### config.mk
export PLATFORM = sky130hd
export DESIGN_NAME = code_track_top
export DESIGN_NICKNAME = d
export VERILOG_FILES = /design/src/rtl/code_track_pkg.sv /design/src/rtl/code_track_dp.sv /design/src/rtl/code_track_ctrl.sv /design/src/rtl/code_track_top.sv
export SDC_FILE = /design/constraint.sdc
export NUM_CORES = 1
export LEC_CHECK = 0
export ABC_AREA = 1
export BUFFER_PORTS_ARGS = -buffer_cell sky130_fd_sc_hd__buf_2
export CAP_MARGIN = 20
export CORE_MARGIN = 3
export CORE_UTILIZATION = 55
export DETAILED_ROUTE_END_ITERATION = 10
export GPL_TIMING_DRIVEN = 1
export PLACE_DENSITY = 0.81
export SYNTH_ARGS = -nofsm -noshare
export SYNTH_HDL_FRONTEND = slang
export SYNTH_SLANG_ARGS = --single-unit
### constraint.sdc
create_clock -name clk -period 2.39 [get_ports clk]
set_clock_uncertainty 0.2 [all_clocks]
set_input_delay 0.478 -clock clk [delete_from_list [all_inputs] [get_ports clk]]
set_output_delay 0.478 -clock clk [all_outputs]
set_load 0.1 [all_outputs]
### src/rtl/code_track_pkg.sv
package code_track_pkg;

  typedef enum logic [2:0] {
    ST_IDLE,
    ST_PAUSE,
    ST_MOVE,
    ST_GAP,
    ST_UNPAUSE
  } trackState_t;

  typedef struct packed {
    logic loadTrack;
    logic stepEn;
    logic stepUp;
  } ctrlStrobe_t;

endpackage

### src/rtl/code_track_dp.sv
module code_track_dp
  import code_track_pkg::*;
#(
  parameter int CODE_W = 8
) (
  input  logic              clk,
  input  logic              rstN,
  input  logic [CODE_W-1:0] dllCode,
  input  ctrlStrobe_t       ctl,
  output logic              codeDiffer,
  output logic              codeUp,
  output logic [CODE_W-1:0] trackCode
);

  localparam int SYNC_STAGES = 2;

  logic [CODE_W-1:0] syncStage [SYNC_STAGES];
  logic [CODE_W-1:0] prevSample;
  logic [CODE_W-1:0] acceptCode;
  logic [CODE_W-1:0] trackReg;

  // two-flop synchronizer chain
  generate
    for (genvar i = 0; i < SYNC_STAGES; i++) begin : gSync
      if (i == 0) begin : gFirst
        always_ff @(posedge clk) begin
          if (!rstN) syncStage[i] <= '0;
          else       syncStage[i] <= dllCode;
        end
      end else begin : gRest
        always_ff @(posedge clk) begin
          if (!rstN) syncStage[i] <= '0;
          else       syncStage[i] <= syncStage[i-1];
        end
      end
    end
  endgenerate

  // accept only values seen on two consecutive synchronized samples
  always_ff @(posedge clk) begin
    if (!rstN) begin
      prevSample <= '0;
      acceptCode <= '0;
    end else begin
      prevSample <= syncStage[SYNC_STAGES-1];
      if (syncStage[SYNC_STAGES-1] == prevSample)
        acceptCode <= prevSample;
    end
  end

  // tracked copy of the frozen element's code
  always_ff @(posedge clk) begin
    if (!rstN) begin
      trackReg <= '0;
    end else if (ctl.loadTrack) begin
      trackReg <= acceptCode;
    end else if (ctl.stepEn) begin
      if (ctl.stepUp) trackReg <= trackReg + CODE_W'(1);
      else            trackReg <= trackReg - CODE_W'(1);
    end
  end

  assign codeDiffer = (acceptCode != trackReg);
  assign codeUp     = (acceptCode > trackReg);
  assign trackCode  = trackReg;

endmodule

### src/rtl/code_track_ctrl.sv
module code_track_ctrl
  import code_track_pkg::*;
#(
  parameter int SETTLE = 3,
  parameter int GAP    = 2
) (
  input  logic        clk,
  input  logic        rstN,
  input  logic        marginEn,
  input  logic        codeDiffer,
  input  logic        codeUp,
  output ctrlStrobe_t ctl,
  output logic        pauseReq,
  output logic        moveStrobe,
  output logic        moveDir
);

  localparam int CNT_MAX = (SETTLE > GAP) ? SETTLE : GAP;
  localparam int CNT_W   = (CNT_MAX > 1) ? $clog2(CNT_MAX) : 1;
  localparam logic [CNT_W-1:0] SETTLE_LAST = CNT_W'(SETTLE - 1);
  localparam logic [CNT_W-1:0] GAP_LAST    = CNT_W'(GAP - 1);

  trackState_t state;
  logic [CNT_W-1:0] waitCnt;
  logic dirReg;

  always_ff @(posedge clk) begin
    if (!rstN) begin
      state   <= ST_IDLE;
      waitCnt <= '0;
      dirReg  <= 1'b0;
    end else if (!marginEn) begin
      state   <= ST_IDLE;
      waitCnt <= '0;
    end else begin
      unique case (state)
        ST_IDLE: begin
          waitCnt <= '0;
          if (codeDiffer) state <= ST_PAUSE;
        end
        ST_PAUSE: begin
          dirReg <= codeUp;
          if (!codeDiffer) begin
            state <= ST_UNPAUSE;
          end else if (waitCnt == SETTLE_LAST) begin
            if (dirReg == codeUp) state <= ST_MOVE;
          end else begin
            waitCnt <= waitCnt + CNT_W'(1);
          end
        end
        ST_MOVE: begin
          state   <= ST_GAP;
          waitCnt <= '0;
        end
        ST_GAP: begin
          dirReg <= codeUp;
          if (waitCnt == GAP_LAST) begin
            if (!codeDiffer)            state <= ST_UNPAUSE;
            else if (dirReg == codeUp)  state <= ST_MOVE;
          end else begin
            waitCnt <= waitCnt + CNT_W'(1);
          end
        end
        ST_UNPAUSE: state <= ST_IDLE;
        default:    state <= ST_IDLE;
      endcase
    end
  end

  always_comb begin
    ctl.loadTrack = (state == ST_IDLE) && !marginEn;
    ctl.stepEn    = (state == ST_MOVE) && marginEn;
    ctl.stepUp    = dirReg;
  end

  assign pauseReq   = marginEn && (state == ST_PAUSE || state == ST_MOVE || state == ST_GAP);
  assign moveStrobe = ctl.stepEn;
  assign moveDir    = dirReg;

endmodule

### src/rtl/code_track_top.sv
module code_track_top
  import code_track_pkg::*;
#(
  parameter int CODE_W = 8,
  parameter int SETTLE = 3,
  parameter int GAP    = 2
) (
  input  logic              clk,
  input  logic              rstN,
  input  logic              marginEn,
  input  logic [CODE_W-1:0] dllCode,
  output logic              loadEn,
  output logic              pauseReq,
  output logic              moveStrobe,
  output logic              moveDir,
  output logic [CODE_W-1:0] trackCode
);

  ctrlStrobe_t ctl;
  logic codeDiffer;
  logic codeUp;

  code_track_dp #(.CODE_W(CODE_W)) u_dp (
    .clk        (clk),
    .rstN       (rstN),
    .dllCode    (dllCode),
    .ctl        (ctl),
    .codeDiffer (codeDiffer),
    .codeUp     (codeUp),
    .trackCode  (trackCode)
  );

  code_track_ctrl #(.SETTLE(SETTLE), .GAP(GAP)) u_ctrl (
    .clk        (clk),
    .rstN       (rstN),
    .marginEn   (marginEn),
    .codeDiffer (codeDiffer),
    .codeUp     (codeUp),
    .ctl        (ctl),
    .pauseReq   (pauseReq),
    .moveStrobe (moveStrobe),
    .moveDir    (moveDir)
  );

  assign loadEn = marginEn;

endmodule

==> Word level (Yosys, flattened, before mapping) <==
Memory sizes are Yosys's and may differ from the RTL's.
Index checks and enable logic that the tools add are counted.
{ "word_totals": {"ff_bits": 30, "ram_bits": 16, "inputBits": 11, "out_inout_bits": 12, "elab_cells": 60, "memories": 1} }
{ "op_classes": {"addsub": 3, "n_lt_le_gt_ge": 1, "n_eq_ne": 14, "n_mux": 18, "bitwise": 2, "n_reduce_logical": 15} }
{ "mem_list": {"columns": ["name", "words", "word_bits", "read_ports", "rd_clocked_by_memory_dff", "write_ports", "line", "rtl"], "rows": [
  ["u_dp.syncStage", 2, 8, 2, 0, 2, "code_track_dp.sv:17", "logic [CODE_W-1:0] syncStage [SYNC_STAGES];"]
]} }
{ "ops": {"columns": ["operator", "n"], "rows": [
  ["$mux 8", 5],
  ["$mux 3", 6],
  ["$pmux 3 s4", 1],
  ["$add 8x1->8 const B", 1],
  ["$eq 8x8->1", 1],
  ["$gt 8x8->1", 1],
  ["$ne 8x8->1", 1],
  ["$sub 8x1->8 const B", 1],
  ["$eq 3x2->1 const B", 2],
  ["$mux 2", 3],
  ["$ne 2x1->1 const B", 3],
  ["$pmux 2 s3", 1],
  ["$ne 2x2->1 const B", 2],
  ["$reduce_and 2->1", 2],
  ["$reduce_and 4->1", 1],
  ["$reduce_or 2->1", 2],
  ["$eq 3x1->1 const B", 1],
  ["$logic_and 1x1->1", 3],
  ["$logic_not 3->1", 1],
  ["$ne 3x3->1 const B", 1],
  ["$reduce_and 3->1", 1],
  ["$reduce_bool 3->1", 1],
  ["$add 2x1->2 const B", 1],
  ["$eq 2x1->1 const B", 1],
  ["other kinds (7)", 10]
]} }

==> Longest topological paths before layout <==
Gate-level depths: netlist of run 1.
{ "depth": {"ltp_word": 6, "ltp_mapped": 14, "depth_no_buf": 14} }

==> Cells and area by module <==
From an unflattened synthesis of run 1, not the netlist that was laid out.
{ "hier_totals": {"hier_cells": 352, "hier_area_um2": 2477.4} }
{ "modules_own_cells": {"columns": ["module", "instances", "cells_per_inst", "area_each_um2", "seq_area_each_um2"], "rows": [
  ["code_track_dp", 1, 268, 2006.9, 800.8],
  ["code_track_ctrl", 1, 83, 462.9, 120.1],
  ["code_track_top", 1, 1, 7.5, 0.0]
]} }

==> Least setup slack after synthesis of run 1 <==
OpenSTA, ideal clock, no wires.
{ "synth_path": {"path_type": "in2out", "startpoint": "input marginEn", "endpoint": "output pauseReq", "arrival_ps": 2636, "t_required_ps": 1712, "slack_ps": -924, "path_stages": 2, "n_path_buf": 0, "path_cell_list": "inv_1 > o21ai_0"} }
{ "synth_via": {"elab_chain_cells": 1} }
{ "synth_rtl": {"columns": ["element", "line", "rtl"], "rows": [
  ["start, declared", "code_track_top.sv:10", "input logic marginEn,"],
  ["$logic_and 1x1->1", "code_track_ctrl.sv:76", "assign pauseReq = marginEn && (state == ST_PAUSE || state == ST_MOVE || state == ST_GAP);"],
  ["end, declared", "code_track_top.sv:13", "output logic pauseReq,"]
]} }
No other way between the ends.

==> Worst setup path after layout of run 1 <==
{ "layout_path": {"startpoint": "register u_ctrl.state[2]", "endpoint": "output moveStrobe"} }
{ "layout_via": {"elab_chain_cells": 2} }
{ "layout_rtl": {"columns": ["element", "line", "rtl"], "rows": [
  ["start, declared", "code_track_ctrl.sv:23", "trackState_t state;"],
  ["start signal, assigned", "code_track_ctrl.sv:29", "state <= ST_IDLE;"],
  ["start signal, assigned", "code_track_ctrl.sv:33", "state <= ST_IDLE;"],
  ["start signal, assigned", "code_track_ctrl.sv:39", "if (codeDiffer) state <= ST_PAUSE;"],
  ["$eq 3x2->1", "code_track_ctrl.sv:72", "ctl.stepEn = (state == ST_MOVE) && marginEn;"],
  ["$logic_and 1x1->1", "code_track_ctrl.sv:72", null],
  ["end, declared", "code_track_top.sv:14", "output logic moveStrobe,"]
]} }
No other way between the ends.

==> metrics.txt, run 1 <==
initial antenna violation count 0; DR vias ~1900; H-tree levels 2; Syn Inst Count between 300 and 400; cts bufs inserted 5; Syn Nets 337; root buffer cell clkbuf_8; port bufs 22; synthesized area per cell between 7 and 8 µm²; CTS Buffer Depth 2; Post-Syn Area approximately 2300 µm²; DRT Wirelength 4230 µm; number of global-route vias before repair 1805; Clock Sink Count 46; drc violations 0; Fin Setup TNS 0 ns; sequential area share after synthesis about two fifths; async set or reset register ratio after synthesis 0%; I/O pin count 23; WL per Instance approximately 11 µm; achievable frequency between 0.4 and 0.5 GHz; CTS tree done; placed instance area around 2500 µm²; Max-cap violations 0; Placed Cells 374; EDFF count, synth 0; Slew @ Worst Pin about 0.5 ns; worst relative slew slack 66.7%; Die Y a little over 70 µm; critical path class reg2out; largest net degree at the start of global routing 24; Final Cycle Share a little under 100%; largest fanout on the critical path 7; setup violators final 0; CTS Hold Bufs 0; startpoint types flop; Crit. End Element primary output; gpl congestion between 0.9 and 1; Fillers approximately 330; pre-CTS setup slack between 0.3 and 0.4 ns; Peak VDD IR about 0.57 mV; outcome finished clean; # nets final 361; CTS clock-pin slew for the worst setup and hold paths around 0.08 ns; via density per instance ~5.0; data arrival time of the critical path roughly 1.6 ns; total grt overflow 0; Util after Layout 67.1%; Horiz. Die Dim 70.9 µm; total track usage a little under a fifth; RSZ-0062 raised after global routing no; global-route wire length before repair between 7000 and 8000 µm; Seq cells post-synth between 40 and 50; Pre-Repair DR Iteration Count 4; Pins Over Slew Limit 0; placed wire-length estimate 3240 µm; post-cts resize count 0; min Tclk post-route roughly 2.3 ns; core area 3850 µm²; DR iter-0 viols 76; Core Rows 22; Syn-to-layout area delta 11.8%; Clock Latency Late Sink 0.29 ns; fin area roughly 2600 µm²; most used flip-flop cell after synthesis dfxtp_1; final worst setup slack between 0.08 and 0.09 ns; Tot Pwr about 2.5 mW; Worst EP required between 1.5 and 2 ns; Netlist cell types 31; Final Hold Viols 0; antenna-violating nets left 0; post-CTS setup buffer count 0; Die ar. between 5000 and 6000 µm²; initial cell density of the core 60.0%; Tightest Hold Check Type in2reg; WHS roughly 0.16 ns; Ys Warns 0; layout cells sized above 1 between 15 and 20%; Pwr per Cell Area 959 nW/µm²; Pleak 1.37 nW; Layout Cells excl Fill approximately 380; # diodes 0
[sequential cells by signal, summed over array words and instances, names as in the netlist]
name	flops
u_dp.syncStage	16
u_dp.acceptCode	8
u_dp.prevSample	8
u_dp.trackCode	8
u_ctrl.state	3
u_ctrl.waitCnt	2
u_ctrl.moveDir	1
[cells by family (layout without fill, tap and decap cells)]
logic type / Yosys count / count (layout) / synth area share (%)
flops: 46 / 46 / 39.8
fa+ha+maj: 17 / 17 / 9.52
compound gates: 44 / 44 / 10.4
xor+xnor: 11 / 11 / 4.16
simple gates: 124 / 124 / 24.9
buf+inv: 67 / 92 / 11.2
[placed cells by master, fill, tap and decap left out]
master and n:
buf_2 22, nor3_2 1, clkinv_2 1, xnor2_1 3, nor2_4 4, or2_2 1, nor2_1 23, inv_2 3
nand3_1 9, bufinv_16 1, dfxtp_1 37, ha_1 16, or2_0 2, nand2_1 69, nor2_2 1, nor3_1 2
clkinvlp_4 1, o211ai_1 1, buf_4 1, a21oi_1 18, clkbuf_1 1, a21o_1 3, o21ai_0 11, dfxtp_2 9
clkbuf_8 5, fa_1 1, o21ai_1 4, o22ai_1 1, nor3_4 1, nand2_2 5, a31oi_1 4, xor2_1 8
o21ai_2 1, inv_1 57, nand4_1 4, a21oi_2 1, nand2_4 2
[critical path: stages, from the launching register on]
cell and delay [ns]:
dfxtp_1 0.35, nor2_4 0.14, inv_2 0.09, nor2_4 0.12, nand2_4 0.08, inv_2 0.12
buf_2 0.44
[power breakdown]
group / leakage, nW / switching (mW) / internal [mW]
clock network: 0.0514 / 0.252 / 0.312
registers: 0.381 / 0.0592 / 0.838
logic: 0.941 / 0.710 / 0.309
[worst paths after layout]
| check | start | end | depth (start not counted) | slack (ns) |
|---|---|---|---|---|
| worst min register to register | u_dp.syncStage[0][5] | u_dp.syncStage[1][5] | 2 | 0.22 |
| worst max-delay path | u_ctrl.state[2] | moveStrobe | 6 | 0.08 |
| worst min-delay path | dllCode[6] | u_dp.syncStage[0][6] | 3 | 0.16 |
| worst max register to register | u_ctrl.moveDir | u_dp.trackCode[4] | 7 | 0.35 |
[cell type report]
class / instances / area, µm² / area share [%]
Sequential cell: 46 / 932 / 36.0
Multi-Input combinational cell: 196 / 1140 / 43.9
Timing Repair Buffer: 23 / 118 / 4.55
Inverter: 61 / 230 / 8.90
Clock buffer: 6 / 72.6 / 2.81
Clock inverter: 2 / 37.5 / 1.45
Tap cell: 48 / 60.1 / 2.32
[synth_stat cells, types with 3 or more instances]
cell type,n,area (µm²)
a21o_1,3,22.5
clkbuf_1,4,15.0
o21ai_1,4,20.0
a31oi_1,4,25.0
dfxtp_1,46,921
o21ai_0,12,60.1
nand2_1,69,259
xor2_1,8,70.1
nand3_1,9,45.0
ha_1,16,200
nor2_1,23,86.3
nand4_1,4,25.0
inv_2,3,11.3
inv_1,57,214
nand2_2,5,31.3
xnor2_1,3,26.3
a21oi_1,18,90.1
nor2_4,4,45.0
[routing by layer]
| layer | global-route usage, % | part of all wire [%] | wire length (µm) | vias to the layer above |
|---|---|---|---|---|
| met5 | 0 | 0 | 0 | - |
| met4 | 7.93 | 2.7 | 113 | 0 |
| met3 | 5.40 | 5.7 | 242 | 16 |
| met2 | 30.4 | 48 | 2020 | 56 |
| met1 | 21.3 | 44 | 1860 | 825 |
| li1 | - | - | - | 1002 |
(Power assumes the default switching activity.)
==> inputs of run 2 (changes only) <==
--- a/config.mk
+++ b/config.mk
@@ -15,4 +15,5 @@
 export PLACE_DENSITY = 0.81
 export SYNTH_ARGS = -nofsm -noshare
 export SYNTH_HDL_FRONTEND = slang
+export SYNTH_HIERARCHICAL = 1
 export SYNTH_SLANG_ARGS = --single-unit
==> metrics.txt, run 2 <==
P_int 1.35 mW (-7.5%); Core Rows 23 (+4.5%); Net Sw Frac 39.9% (-1.2 points); Max stage delay on crit path 0.36 ns (-0.08 ns); CTS Hold Bufs 0 (unchanged); number of global-route vias before repair 2019 (+12%); count leader, synth nand2_1; Layout Cells excl Fill 426 (+12%); EDFF count, synth 0 (unchanged); RSZ-0062 raised after global routing no; largest fanout on the critical path 5 (-2); pre-CTS setup slack 0.123 ns (-0.252 ns); WL per Instance 11.0 µm (-0.26%); commonest non-fill, non-tap cell in the layout nand2_1; Post-Syn Area 2480 µm² (+7.1%); most used flip-flop cell after synthesis dfxtp_1; outcome finished clean; largest net degree at the start of global routing 27 (+13%); cell family with the largest share of critical-path delay simple AND/OR/NAND/NOR gates; DR vias 2164 (+14%); achievable frequency 0.439 GHz (+1.3%); Reg power frac 38.1% (+1.9 points); Fillers 377 (+16%); CP bufs+invs 1 (-2); final worst setup slack 0.114 ns (+0.0301 ns); Final Hold Viols 0 (unchanged); Die ar. 5350 µm² (+6.5%); Slew @ Worst Pin 0.500 ns (-0.00231 ns); max reg flops 16 (unchanged); synthesized area per cell 7.04 µm² (-6.0%); setup violators final 0 (unchanged); startpoint types flop; I/O pin count 23 (unchanged); Netlist cell types 32 (+3.2%); Fin Setup TNS 0 ns (unchanged); Crit. End Element primary output; Clock Latency Late Sink 0.29 ns (about the same); Most flops, register u_dp/syncStage; Clk pwr share 23.1% (+0.3 points); sequential area share after synthesis 37.2% (-2.6 points); area of the multi-input gates 1220 µm² (+7.7%); Synth area leader dfxtp_1; Placed Cells 418 (+12%); Syn-to-layout area delta 12.2%; Worst EP required 1.71 ns (about the same); Final Cycle Share 95.2% (-1.3 points); Tightest Hold Check Type in2reg; Max-cap violations 0 (unchanged); CTS tree done; # nets final 403 (+12%); CTS clock-pin slew for the worst setup and hold paths 0.08 ns (about the same); min Tclk post-route 2.28 ns (-0.0301 ns); critical path class reg2out; initial antenna violation count 0 (unchanged); port bufs 22 (unchanged); initial cell density of the core 59.4% (-0.66 points); layout cells sized above 1 15.4% (-2.5 points); Synth area leaders dfxtp_1 37%, nand2_1 16%, inv_1 12%, ha_1 8.1%, nand3_1 5.3%; core area 4170 µm² (+8.3%); antenna-violating nets left 0 (unchanged); Pins Over Slew Limit 0 (unchanged); total grt overflow 0 (unchanged); Yosys top cell area share 37.2% (-2.6 points); Peak VDD IR 0.436 mV (-24%); Sequential Area 950 µm² (+1.9%); Syn Nets 380 (+13%); Logic pwr share 38.8% (-2.3 points); data arrival time of the critical path 1.60 ns (-0.03 ns); via density per instance 5.08 (+2.2%); worst relative slew slack 66.9% (+0.15 points); # diodes 0 (unchanged); Horiz. Die Dim 73.1 µm (+3.2%); Seq cells post-synth 46 (unchanged); global-route wire length before repair 8220 µm (+11%); Syn Inst Count 352 (+14%); async set or reset register ratio after synthesis 0% (unchanged); CTS Buffer Depth 2 (unchanged); H-tree levels 2 (unchanged); Die Y 73.1 µm (+3.2%); placed wire-length estimate 3580 µm (+11%); slowest stage cell, crit path dfxtp_1; Pre-Repair DR Iteration Count 4 (unchanged); drc violations 0 (unchanged); DRT Wirelength 4710 µm (+11%); top cells by count, synth 103 x nand2_1, 77 x inv_1, 46 x dfxtp_1; most frequent cells in the layout 103 x nand2_1, 77 x inv_1, 37 x dfxtp_1; gpl congestion 0.958 (+3.0%); WHS 0.163 ns (+0.000823 ns); Ys Warns 6 (+6); total track usage 19.5% (+1.5 points); Clock Sink Count 46 (unchanged); root buffer cell clkbuf_8; cts bufs inserted 5 (unchanged); worst path cell trace nor2_1 -> nand2_1 -> nor2_2 -> buf_12; Pwr per Cell Area 809 nW/µm² (-16%); switching pwr 898 µW (-12%); Pleak 1.46 nW (+6.1%); DR iter-0 viols 188 (+150%)
[run 2: logic make-up (layout without fill, tap and decap cells)]
logic type	Yosys count	count (layout)	share of synthesized area, %
compound gates	32	32	7.27
flops	46	46	37.2
fa+ha+maj	17	17	8.89
xor+xnor	5	5	1.77
buf+inv	87	111	14.0
simple gates	165	165	30.9
[run 2: worst reg2reg max path, stage by stage (launching register included)]
cell and delay [ns]:
dfxtp_4 0.37, inv_1 0.04, ha_1 0.31, nand2_1 0.10
inv_1 0.06, nand4_1 0.15, a21boi_2 0.25, inv_1 0.08
nand2_1 0.06, nand2_1 0.05, nand2_1 0.06, nand2_1 0.05
nor2_2 0.12, nand2_1 0.07, nand2_1 0.06, inv_1 0.03
[run 2: final cells by class]
class,count,area share [%]
clock buffer,7,3.51
timing repair buffer,24,5.13
tap,50,2.25
sequential,46,34.2
multi-input combinational,219,44.0
clock inverter,1,0.225
inverter,79,10.7
[run 2: worst paths after layout]
check                             from              endpoint  slack [ns]  depth (start not counted)
setup / recovery       u_ctrl/state[0]            moveStrobe        0.11                          4
hold / removal              dllCode[0]  u_dp/syncStage[0][0]        0.16                          3
hold reg to reg   u_dp/syncStage[0][4]  u_dp/syncStage[1][4]        0.22                          2
setup reg to reg     u_dp/trackCode[7]       u_ctrl/state[0]        0.26                         15
[run 2: repair_timing]
action | CTS | global route
setup buffers | 0 | 0
resized for setup | 0 | 4
endpoints found under the hold margin | 0 | 0
setup endpoints to repair | 0 | 4
[run 2: per-stage QoR]
stage          utilization [%]  instance area, µm²  power [mW]
5_1_grt                   66.6                2780        2.41
2_1_floorplan                -                2510        1.57
4_1_cts                   66.3                2770        2.26
6_report                  66.6                2780        2.25
3_5_place_dp              63.8                2660        1.73
3_3_place_gp              63.8                2660        1.70
[run 2: power groups by stage]
stage	Sequential [mW]	Clock, mW	Combinational, mW
after floorplan	0.960	0	0.611
after global placement	0.872	0	0.833
after detailed placement	0.874	0	0.854
after CTS	0.856	0.544	0.856
after global routing	0.864	0.573	0.972
final	0.856	0.519	0.873
[run 2: per-layer routing]
layer	wire, µm	GRT usage (%)	up-vias
met5	0	0	-
met4	70	8.40	0
met3	241	3.31	7
met2	2290	35.0	60
met1	2100	22.7	980
li1	-	-	1117
